<file path="src/rtl/ps2h_pkg.sv">
package ps2h_pkg;

    typedef enum logic [1:0] {
        TX_IDLE  = 2'd0,
        TX_INHIB = 2'd1,
        TX_SEND  = 2'd2
    } tx_st_e;

    // Parity bit that makes the nine bits (data + parity) hold an odd count of ones.
    function automatic logic odd_parity(input logic [7:0] b);
        return ~(^b);
    endfunction

endpackage

</file>
<file path="src/rtl/ps2h_sync.sv">
module ps2h_sync #(
    parameter int DEB_CYC = 4
) (
    input  logic clk_i,
    input  logic rst_ni,
    input  logic clk_raw_i,
    input  logic dat_raw_i,
    output logic clk_fall_o,
    output logic dat_o
);
    localparam int CW = $clog2(DEB_CYC + 1);

    typedef struct packed {
        logic [1:0]    cs;
        logic [1:0]    ds;
        logic          db;
        logic [CW-1:0] cnt;
        logic          fall;
    } sync_t;

    sync_t q, d;

    always_comb begin
        d      = q;
        d.cs   = {q.cs[0], clk_raw_i};
        d.ds   = {q.ds[0], dat_raw_i};
        d.fall = 1'b0;
        if (q.cs[1] != q.db) begin
            if (q.cnt == CW'(DEB_CYC - 1)) begin
                d.db   = q.cs[1];
                d.cnt  = '0;
                d.fall = q.db & ~q.cs[1];
            end else begin
                d.cnt = q.cnt + 1'b1;
            end
        end else begin
            d.cnt = '0;
        end
    end

    always_ff @(posedge clk_i or negedge rst_ni) begin
        if (!rst_ni) begin
            q <= '{cs: 2'b11, ds: 2'b11, db: 1'b1, cnt: '0, fall: 1'b0};
        end else begin
            q <= d;
        end
    end

    assign clk_fall_o = q.fall;
    assign dat_o      = q.ds[1];


    deb_low_chk: assert property (@(posedge clk_i) disable iff (!rst_ni)
        $fell(q.db) |-> ($past(q.cs[1]) == 1'b0));


    fall_single_chk: assert property (@(posedge clk_i) disable iff (!rst_ni)
        q.fall |=> !q.fall);

endmodule

</file>
<file path="src/rtl/ps2h_rx.sv">
module ps2h_rx #(
    parameter int TO_CYC = 2000
) (
    input  logic       clk_i,
    input  logic       rst_ni,
    input  logic       fall_i,
    input  logic       dat_i,
    input  logic       abort_i,
    output logic [7:0] byte_o,
    output logic       valid_o,
    output logic       err_o
);
    localparam int WW = $clog2(TO_CYC + 1);

    typedef struct packed {
        logic [9:0]    sr;
        logic [3:0]    cnt;
        logic [WW-1:0] wd;
        logic [7:0]    data;
        logic          valid;
        logic          err;
    } rx_t;

    rx_t q, d;
    logic [10:0] frame;

    always_comb begin
        d       = q;
        d.valid = 1'b0;
        d.err   = 1'b0;
        frame   = {dat_i, q.sr};
        if (abort_i) begin
            d.cnt = '0;
            d.wd  = '0;
        end else if (fall_i) begin
            d.wd = '0;
            if (q.cnt == 4'd10) begin
                d.cnt = '0;
                if (!frame[0] && frame[10] && (^frame[9:1])) begin
                    d.valid = 1'b1;
                    d.data  = frame[8:1];
                end else begin
                    d.err = 1'b1;
                end
            end else begin
                d.sr  = {dat_i, q.sr[9:1]};
                d.cnt = q.cnt + 1'b1;
            end
        end else if (q.cnt != 4'd0) begin
            if (q.wd == WW'(TO_CYC - 1)) begin
                d.cnt = '0;
                d.wd  = '0;
                d.err = 1'b1;
            end else begin
                d.wd = q.wd + 1'b1;
            end
        end
    end

    always_ff @(posedge clk_i or negedge rst_ni) begin
        if (!rst_ni) begin
            q <= '0;
        end else begin
            q <= d;
        end
    end

    assign byte_o  = q.data;
    assign valid_o = q.valid;
    assign err_o   = q.err;


    rx_strobe_chk: assert property (@(posedge clk_i) disable iff (!rst_ni)
        q.valid |=> !q.valid);


    rx_edge_chk: assert property (@(posedge clk_i) disable iff (!rst_ni)
        q.valid |-> $past(fall_i));


    rx_wd_chk: assert property (@(posedge clk_i) disable iff (!rst_ni)
        q.wd < WW'(TO_CYC));

endmodule

</file>
<file path="src/rtl/ps2h_tx.sv">
module ps2h_tx
    import ps2h_pkg::*;
#(
    parameter int INHIB_CYC = 100,
    parameter int TO_CYC    = 2000
) (
    input  logic       clk_i,
    input  logic       rst_ni,
    input  logic       fall_i,
    input  logic       dat_i,
    input  logic       start_i,
    input  logic [7:0] byte_i,
    output logic       busy_o,
    output logic       clk_drv_o,
    output logic       dat_drv_o,
    output logic       err_o
);
    localparam int TMAX = (INHIB_CYC > TO_CYC) ? INHIB_CYC : TO_CYC;
    localparam int TW   = $clog2(TMAX + 1);

    typedef struct packed {
        tx_st_e        st;
        logic [9:0]    sr;
        logic [3:0]    bi;
        logic [TW-1:0] tmr;
        logic          cdrv;
        logic          ddrv;
        logic          err;
    } tx_t;

    tx_t q, d;

    always_comb begin
        d     = q;
        d.err = 1'b0;
        unique case (q.st)
            TX_IDLE: begin
                if (start_i) begin
                    d.st   = TX_INHIB;
                    d.sr   = {1'b1, odd_parity(byte_i), byte_i};
                    d.bi   = '0;
                    d.tmr  = '0;
                    d.cdrv = 1'b1;
                    d.ddrv = 1'b1;
                end
            end
            TX_INHIB: begin
                if (q.tmr == TW'(INHIB_CYC - 1)) begin
                    d.st   = TX_SEND;
                    d.tmr  = '0;
                    d.cdrv = 1'b0;
                end else begin
                    d.tmr = q.tmr + 1'b1;
                end
            end
            TX_SEND: begin
                if (fall_i) begin
                    d.tmr = '0;
                    if (q.bi == 4'd10) begin
                        d.st   = TX_IDLE;
                        d.ddrv = 1'b0;
                        d.err  = dat_i;
                    end else begin
                        d.ddrv = ~q.sr[0];
                        d.sr   = {1'b0, q.sr[9:1]};
                        d.bi   = q.bi + 1'b1;
                    end
                end else if (q.tmr == TW'(TO_CYC - 1)) begin
                    d.st   = TX_IDLE;
                    d.tmr  = '0;
                    d.cdrv = 1'b0;
                    d.ddrv = 1'b0;
                    d.err  = 1'b1;
                end else begin
                    d.tmr = q.tmr + 1'b1;
                end
            end
            default: d.st = TX_IDLE;
        endcase
    end

    always_ff @(posedge clk_i or negedge rst_ni) begin
        if (!rst_ni) begin
            q <= '{st: TX_IDLE, sr: '0, bi: '0, tmr: '0, cdrv: 1'b0, ddrv: 1'b0, err: 1'b0};
        end else begin
            q <= d;
        end
    end

    assign busy_o    = (q.st != TX_IDLE);
    assign clk_drv_o = q.cdrv;
    assign dat_drv_o = q.ddrv;
    assign err_o     = q.err;


    start_bit_held_chk: assert property (@(posedge clk_i) disable iff (!rst_ni)
        ($fell(q.cdrv) && q.st == TX_SEND) |-> q.ddrv);


    drv_edge_chk: assert property (@(posedge clk_i) disable iff (!rst_ni)
        (q.st == TX_SEND && $past(q.st) == TX_SEND && q.ddrv != $past(q.ddrv)) |-> $past(fall_i));


    tx_tmr_chk: assert property (@(posedge clk_i) disable iff (!rst_ni)
        q.tmr < TW'(TMAX));

endmodule

</file>
<file path="src/rtl/ps2h_port.sv">
module ps2h_port
    import ps2h_pkg::*;
#(
    parameter int       CLK_HZ     = 125_000_000,
    parameter int       INHIBIT_US = 100,
    parameter int       TIMEOUT_US = 2000,
    parameter int       DEB_CYC    = 4,
    parameter bit       INIT_MOUSE = 1'b1,
    parameter bit [7:0] INIT_CMD   = 8'hF4
) (
    input  logic       clk_i,
    input  logic       rst_ni,
    input  logic       ps2_clk_i,
    output logic       ps2_clk_drv_o,
    input  logic       ps2_dat_i,
    output logic       ps2_dat_drv_o,
    input  logic       tx_req_i,
    input  logic [7:0] tx_byte_i,
    output logic       tx_busy_o,
    output logic [7:0] rx_byte_o,
    output logic       rx_valid_o,
    output logic       err_o
);
    localparam int CYC_PER_US = CLK_HZ / 1_000_000;
    localparam int INHIB_CYC  = CYC_PER_US * INHIBIT_US;
    localparam int TO_CYC     = CYC_PER_US * TIMEOUT_US;

    typedef struct packed {
        logic init_pend;
    } top_t;

    top_t q, d;

    logic       fall, dat_s;
    logic       tx_active, launch, rx_err, tx_err;
    logic [7:0] cmd;

    always_comb begin
        d      = q;
        launch = (q.init_pend | tx_req_i) & ~tx_active;
        cmd    = q.init_pend ? INIT_CMD : tx_byte_i;
        if (q.init_pend && !tx_active) begin
            d.init_pend = 1'b0;
        end
    end

    always_ff @(posedge clk_i or negedge rst_ni) begin
        if (!rst_ni) begin
            q <= '{init_pend: INIT_MOUSE};
        end else begin
            q <= d;
        end
    end

    ps2h_sync #(.DEB_CYC(DEB_CYC)) sync_i (
        .clk_i      (clk_i),
        .rst_ni     (rst_ni),
        .clk_raw_i  (ps2_clk_i),
        .dat_raw_i  (ps2_dat_i),
        .clk_fall_o (fall),
        .dat_o      (dat_s)
    );

    ps2h_rx #(.TO_CYC(TO_CYC)) rx_i (
        .clk_i   (clk_i),
        .rst_ni  (rst_ni),
        .fall_i  (fall),
        .dat_i   (dat_s),
        .abort_i (tx_busy_o | launch),
        .byte_o  (rx_byte_o),
        .valid_o (rx_valid_o),
        .err_o   (rx_err)
    );

    ps2h_tx #(.INHIB_CYC(INHIB_CYC), .TO_CYC(TO_CYC)) tx_i (
        .clk_i     (clk_i),
        .rst_ni    (rst_ni),
        .fall_i    (fall),
        .dat_i     (dat_s),
        .start_i   (launch),
        .byte_i    (cmd),
        .busy_o    (tx_active),
        .clk_drv_o (ps2_clk_drv_o),
        .dat_drv_o (ps2_dat_drv_o),
        .err_o     (tx_err)
    );

    assign tx_busy_o = tx_active | q.init_pend;
    assign err_o     = rx_err | tx_err;


    no_rx_while_tx_chk: assert property (@(posedge clk_i) disable iff (!rst_ni)
        tx_busy_o |-> !rx_valid_o);


    busy_drive_chk: assert property (@(posedge clk_i) disable iff (!rst_ni)
        ps2_clk_drv_o |-> tx_busy_o);

endmodule

</file>
<file path="config.mk">
export PLATFORM = sky130hd
export DESIGN_NAME = ps2h_port
export DESIGN_NICKNAME = d
export VERILOG_FILES = /design/src/rtl/ps2h_pkg.sv /design/src/rtl/ps2h_sync.sv /design/src/rtl/ps2h_rx.sv /design/src/rtl/ps2h_tx.sv /design/src/rtl/ps2h_port.sv
export SDC_FILE = /design/constraint.sdc
export NUM_CORES = 1
export LEC_CHECK = 0
export BUFFER_PORTS_ARGS = -buffer_cell sky130_fd_sc_hd__buf_2
export CAP_MARGIN = 10
export CORE_MARGIN = 2
export CORE_UTILIZATION = 65
export CTS_CLUSTER_SIZE = 14
export DETAILED_ROUTE_END_ITERATION = 10
export PLACE_DENSITY = 0.8
export SKIP_CTS_REPAIR_TIMING = 1
export SLEW_MARGIN = 10
export SYNTH_ARGS = -nofsm -noshare
export SYNTH_HDL_FRONTEND = slang
export SYNTH_HIERARCHICAL = 1
export SYNTH_SLANG_ARGS = --single-unit
</file>
<file path="constraint.sdc">
create_clock -name clk_i -period 6.8 [get_ports clk_i]
set_input_delay 1.02 -clock clk_i [delete_from_list [all_inputs] [get_ports clk_i]]
set_output_delay 1.02 -clock clk_i [all_outputs]
set_load 0.01 [all_outputs]
</file>
==> impl_metrics.py, run 1 <==
metrics = {
    "run_status": {
        "status": "complete, no violations",
    },
    "clock_tree": {
        "clock-sinks": 89,
        "clk_path_buf_depth": 2,
        "tritoncts": "done",
        "cts-htree-levels": 3,
        "insertion_delay_ns": 0.36,
        "clk_pin_slew_ns": 0.09,
        "cts-root-buf": "clkbuf_8",
        "cts_inserted_buffers": 9,
    },
    "timing": {
        "tns_ns": 0,
        "finalHoldViolCount": 0,
        "skew_ns": 0.0121,
        "max_freq_ghz": 0.354,
        "rsz0062_at_grt": "false",
        "period_needed_ns": 2.82,
        "setup_slack_ns": 3.98,
        "finalCritPeriodShare": 0.415,
        "maxSlewViolCount": 0,
        "tightest_slew_ns": 0.935,
        "relSlewSlack": 0.377,
        "setup_viol": 0,
    },
    "synth": {
        "avgSynthCellArea_sq_um": 10.7,
        "synth_top_area_cell": "dfrtp_1",
        "synth_seq_cells": 89,
        "synth_edf_count": 0,
        "synth_top_cell_area_share": 0.436,
        "async_flop_share": 1.00,
        "synth_area_leaders": "dfrtp_1 44%, mux2_2 4.3%, xnor2_1 3.9%",
        "syn-instance-count": 445,
        "synthFlopType": "dfrtp_1",
        "synth.distinct_cells": 71,
        "ys_seq_area_frac": 0.469,
        "synth_area_sq_um": 4770,
        "synth_warnings": 6,
        "syn-num-nets": 472,
    },
    "die": {
        "num_rows": 31,
        "start_util": 0.664,
        "die_w_um": 89.6,
        "dieArea_sq_um": 8030,
        "core_area_sq_um": 7180,
        "die_y_um": 89.6,
        "io_pins": 26,
    },
    "route": {
        "drt-pass1-iter-count": 4,
        "postRouteAntennaNets": 0,
        "post_drt_wl_per_cell_um": 14.6,
        "num_vias": 3250,
        "wl_mm": 8.33,
        "dr.first_iter.drc_count": 165,
        "routed_via_density": 5.70,
        "drcViolationCount": 0,
    },
    "run": {
        "maxCapViolations": 0,
    },
    "worst_setup_path": {
        "critical_path_required_ns": 7.09,
        "slowest_delay_ns": 0.78,
        "end_kind": "register",
        "critPathMaxFanout": 23,
        "worstPathArrival_ns": 3.12,
        "slowest_stage": "ha_1",
        "path_class": "reg2reg",
        "path_cells": "inv_1 > ha_1 > mux2i_1 > a21o_1 > or3_1 > a21oi_1",
        "cp-start-kind": "register",
    },
    "global_route": {
        "grt_max_degree": 53,
        "grt_usage": 0.223,
        "first_global_vias": 3108,
        "antenna_found_initial": 0,
        "overflow": 0,
        "grt_pass1_wl_mm": 13.9,
    },
    "finish": {
        "fin_nets": 493,
        "fill_cells": 520,
        "instances_no_fill": 570,
        "drive_gt1_frac": 0.208,
        "area_growth_pct": 7.19,
        "antenna_cells": 0,
    },
    "pwr": {
        "powerDensity_nw_per_um2": 246,
        "vdd_drop_max_v": 0.000214,
        "p_leak_nw": 2.29,
    },
    "placed_design": {
        "placedCellCount": 554,
        "dp_hpwl_mm": 5.85,
        "preCtsSetupSlack_ns": 3.98,
        "gp_congestion": 0.890,
        "portBuffers": 25,
    },
    "min_path": {
        "hold_path.class": "reg2reg",
    },
}
## kinds of logic (layout without fill, tap and decap cells)
logic type	after synthesis	after routing	share of synthesized area
AO/OA/AOI/OAI	55	55	0.0764
XOR/XNOR	43	43	0.0835
adder cells (fa/ha/maj)	14	14	0.0368
buffers and inverters	33	59	0.0391
flip-flops	89	89	0.469
multiplexers	33	33	0.0740
AND/OR/NAND/NOR	178	178	0.221
## state kept, by name (all words and copies together) (netlist names)
signal and flops:
sync_i/d 2, tx_i/clk_drv_o 1, tx_i/err_o 1, rx_i/q 22, sync_i/clk_fall_o 1, tx_i/dat_drv_o 1, rx_i/valid_o 1, sync_i/dat_o 1
rx_i/frame 10, q 1, rx_i/err_o 1, tx_i/q 34, rx_i/byte_o 8, sync_i/q 5
## power by group
group	total, mW	switching, mW	leakage (nW)	internal [mW]
combinational	0.271	0.171	1.00	0.0996
sequential	0.613	0.0316	1.19	0.582
clock	0.374	0.199	0.0990	0.175
## worst max-delay path, delay by kind of cell, from the launching register on
| family | cells | cell delay [ns] |
|---|---|---|
| adders and majority gates | 1 | 0.78 |
| AOI/OAI and AO/OA | 2 | 0.60 |
| muxes | 1 | 0.41 |
| and+or+nand+nor | 1 | 0.42 |
| buffers and inverters | 1 | 0.12 |
| DFF | 1 | 0.42 |
## path summary, 6_finish.rpt
check | slack, ns | depth (start not counted) | to | from
min in group asynchronous | 0.60 | 1 | rx_i/byte_o[4] | rst_ni
max in group asynchronous | 5.18 | 2 | tx_i/q[26] | rst_ni
worst min-delay path | 0.36 | 0 | sync_i/dat_o | sync_i/d[6]
worst max-delay path | 3.98 | 6 | tx_i/q[24] | tx_i/q[35]
worst max register to register | 3.98 | 6 | tx_i/q[24] | tx_i/q[35]
worst min register to register | 0.36 | 0 | sync_i/dat_o | sync_i/d[6]
## cells in the final DEF, fill, tap and decap left out, types with 3 or more instances in the layout
cell type,instances
o21ai_0,21
or3_1,5
nor2_2,7
mux2_2,18
nor2_1,34
clkbuf_8,9
dfstp_2,6
nor2b_1,7
nor3_1,8
mux2i_1,15
nand3_1,8
a21oi_1,9
nor3b_1,3
dfrtp_1,83
inv_1,16
or2_1,6
a21o_1,3
and3_1,4
xnor2_1,21
nor4_4,3
nand4_1,16
buf_4,3
and4_1,3
ha_1,14
xor2_1,20
and2_1,4
nand2_1,42
buf_2,24
## cells in the mapped netlist, types with 7 or more instances
library cell,number
a21oi_1,9
buf_4,8
dfrtp_1,83
ha_1,14
inv_1,16
mux2_2,18
mux2i_1,15
nand2_1,42
nand3_1,8
nand4_1,16
nor2_1,34
nor2_2,7
nor2b_1,7
nor3_1,8
o21ai_0,21
xnor2_1,21
xor2_1,20
## metal layers
| layer | share of wire | global-route usage | vias to the layer above |
|---|---|---|---|
| met5 | 0 | 0 | - |
| met4 | 0.014 | 0.113 | 0 |
| met3 | 0.033 | 0.0320 | 15 |
| met2 | 0.48 | 0.347 | 61 |
| met1 | 0.48 | 0.307 | 1587 |
| li1 | - | - | 1587 |
## final cells by class
cell class                      instances  area (sq um)  share of cell area
Multi-Input combinational cell        323          2340               0.459
Sequential cell                        89          2230               0.437
Timing Repair Buffer                   27           143              0.0279
Clock buffer                           10           128              0.0250
Tap cell                               99           124              0.0242
Clock inverter                          6          75.1              0.0147
Inverter                               16          60.1              0.0118
## through the flow
stage                     area (sq um)  utilization  power [mW]  hold slack (ns)
final                             5110        0.712        1.26            0.361
after global routing              5110        0.712        1.33            0.371
after detailed placement          4910        0.684       0.896            0.348
after floorplan                   4770            -       0.832            0.345
after global placement            4910        0.684       0.879            0.347
after CTS                         5110        0.712        1.27            0.367
Note: power is estimated with default switching activity, not from simulation.
==> inputs of run 2 (changes only) <==
--- a/config.mk
+++ b/config.mk
@@ -8,10 +8,10 @@
 export BUFFER_PORTS_ARGS = -buffer_cell sky130_fd_sc_hd__buf_2
 export CAP_MARGIN = 10
 export CORE_MARGIN = 2
-export CORE_UTILIZATION = 65
+export CORE_UTILIZATION = 55
 export CTS_CLUSTER_SIZE = 14
 export DETAILED_ROUTE_END_ITERATION = 10
-export PLACE_DENSITY = 0.8
+export PLACE_DENSITY = 0.72
 export SKIP_CTS_REPAIR_TIMING = 1
 export SLEW_MARGIN = 10
 export SYNTH_ARGS = -nofsm -noshare
==> constraint.sdc (replaced) <==
create_clock -name clk_i -period 2.4 [get_ports clk_i]
set_input_delay 0.36 -clock clk_i [delete_from_list [all_inputs] [get_ports clk_i]]
set_output_delay 0.36 -clock clk_i [all_outputs]
set_load 0.01 [all_outputs]
==> impl_metrics.py, run 2 (synthesis gave the netlist of run 1 again) <==
metrics = {
    "timing": {
        "skew_ns": 0.00971,
        "maxSlewViolCount": 0,
        "setup_slack_ns": 0.0936,
        "finalHoldViolCount": 0,
        "max_freq_ghz": 0.434,
        "tns_ns": 0,
        "setup_viol": 0,
        "tightest_slew_ns": 0.647,
        "relSlewSlack": 0.565,
        "finalCritPeriodShare": 0.961,
        "period_needed_ns": 2.31,
        "whs_ns": 0.101,
        "rsz0062_at_grt": "false",
    },
    "finish": {
        "top_register": "tx_i/q",
        "antenna_cells": 0,
        "drive_gt1_frac": 0.236,
        "instances_no_fill": 589,
        "layout_common_cells": "83 x dfrtp_1, 42 x nand2_1, 34 x nor2_1",
        "register_area_sq_um": 2230,
        "fin_nets": 506,
        "fill_cells": 673,
        "largest_reg_flops": 34,
        "multi_input_area_sq_um": 2360,
        "area_growth_pct": 9.45,
        "layout_commonest_cell": "dfrtp_1",
        "fin_area_sq_um": 5220,
        "final_util": 0.629,
    },
    "min_path": {
        "hold_path.class": "in2reg",
    },
    "worst_setup_path": {
        "critPathMaxFanout": 7,
        "worstPathArrival_ns": 2.56,
        "critical_path_required_ns": 2.65,
        "path_cells": "inv_1 > ha_1 > inv_1 > o21ba_2 > nor2b_4 > or4_4 > nor4_4 > xnor2_1 > nor2_2",
        "end_kind": "register",
        "cp-start-kind": "register",
        "cp_common_cell": "inv_1",
        "slowest_delay_ns": 0.59,
        "path_class": "reg2reg",
        "slowest_stage": "or4_4",
    },
    "clock_tree": {
        "cts-root-buf": "clkbuf_8",
        "insertion_delay_ns": 0.35,
        "tritoncts": "done",
        "clk_path_buf_depth": 2,
        "clock-sinks": 89,
        "cts-htree-levels": 3,
        "cts_inserted_buffers": 9,
        "clk_pin_slew_ns": 0.09,
    },
    "placed_design": {
        "portBuffers": 25,
        "gp_congestion": 0.907,
        "place_area_sq_um": 5020,
        "placedCellCount": 572,
        "dp_hpwl_mm": 6.29,
        "preCtsSetupSlack_ns": 0.105,
    },
    "run_status": {
        "status": "complete, no violations",
    },
    "route": {
        "num_vias": 3320,
        "post_drt_wl_per_cell_um": 14.7,
        "postRouteAntennaNets": 0,
        "dr.first_iter.drc_count": 118,
        "drt-pass1-iter-count": 4,
        "wl_mm": 8.66,
        "drcViolationCount": 0,
        "routed_via_density": 5.64,
    },
    "die": {
        "die_w_um": 97.1,
        "start_util": 0.574,
        "io_pins": 26,
        "num_rows": 33,
        "dieArea_sq_um": 9430,
        "die_y_um": 97.1,
        "core_area_sq_um": 8300,
    },
    "global_route": {
        "grt_usage": 0.200,
        "overflow": 0,
        "grt_max_degree": 39,
        "first_global_vias": 3353,
        "antenna_found_initial": 0,
        "grt_pass1_wl_mm": 15.6,
    },
    "pwr": {
        "vdd_drop_max_v": 0.000446,
        "total_power_mw": 3.53,
        "p_leak_nw": 2.35,
        "powerDensity_nw_per_um2": 677,
    },
    "run": {
        "maxCapViolations": 0,
    },
}
-- run 2: critical path, delay by kind of cell (launching register included) --
family | cells | cell delay (ns)
AOI/OAI and AO/OA | 1 | 0.28
DFF | 1 | 0.41
xor gates and xnor gates | 1 | 0.19
buffers and inverters | 2 | 0.20
adders and majority gates | 1 | 0.17
and+or+nand+nor | 4 | 0.96
-- run 2: worst paths after layout --
kind,slack [ns],startpoint,to,cells after the start
max,0.09,tx_i/q[35],tx_i/q[18],9
min,0.10,ps2_dat_i,sync_i/d[6],1
max reg2reg,0.09,tx_i/q[35],tx_i/q[18],9
min reg2reg,0.36,sync_i/d[6],sync_i/dat_o,0
max in group asynchronous,1.30,rst_ni,sync_i/q[8],3
min in group asynchronous,0.49,rst_ni,rx_i/q[11],2
-- run 2: where the power goes --
group          internal [mW]  leakage [nW]  switching, mW
registers               1.65          1.19         0.0832
clock network          0.407        0.0928          0.543
logic                  0.341          1.07          0.508
total                   2.40          2.35           1.13
-- run 2: layout make-up --
cell class / count / area share
flip-flops and latches: 89 / 0.428
clock buffers: 10 / 0.0264
repair buffers: 40 / 0.0489
clock inverters: 6 / 0.00768
inverters: 16 / 0.0115
well taps: 105 / 0.0252
multi-input cells: 323 / 0.452
-- run 2: routing by layer --
metal | part of all wire | wire (um) | global-route usage
met5 | 0 | 0 | 0
met4 | 0.017 | 150 | 0.0802
met3 | 0.039 | 341 | 0.0302
met2 | 0.47 | 4040 | 0.317
met1 | 0.48 | 4130 | 0.277
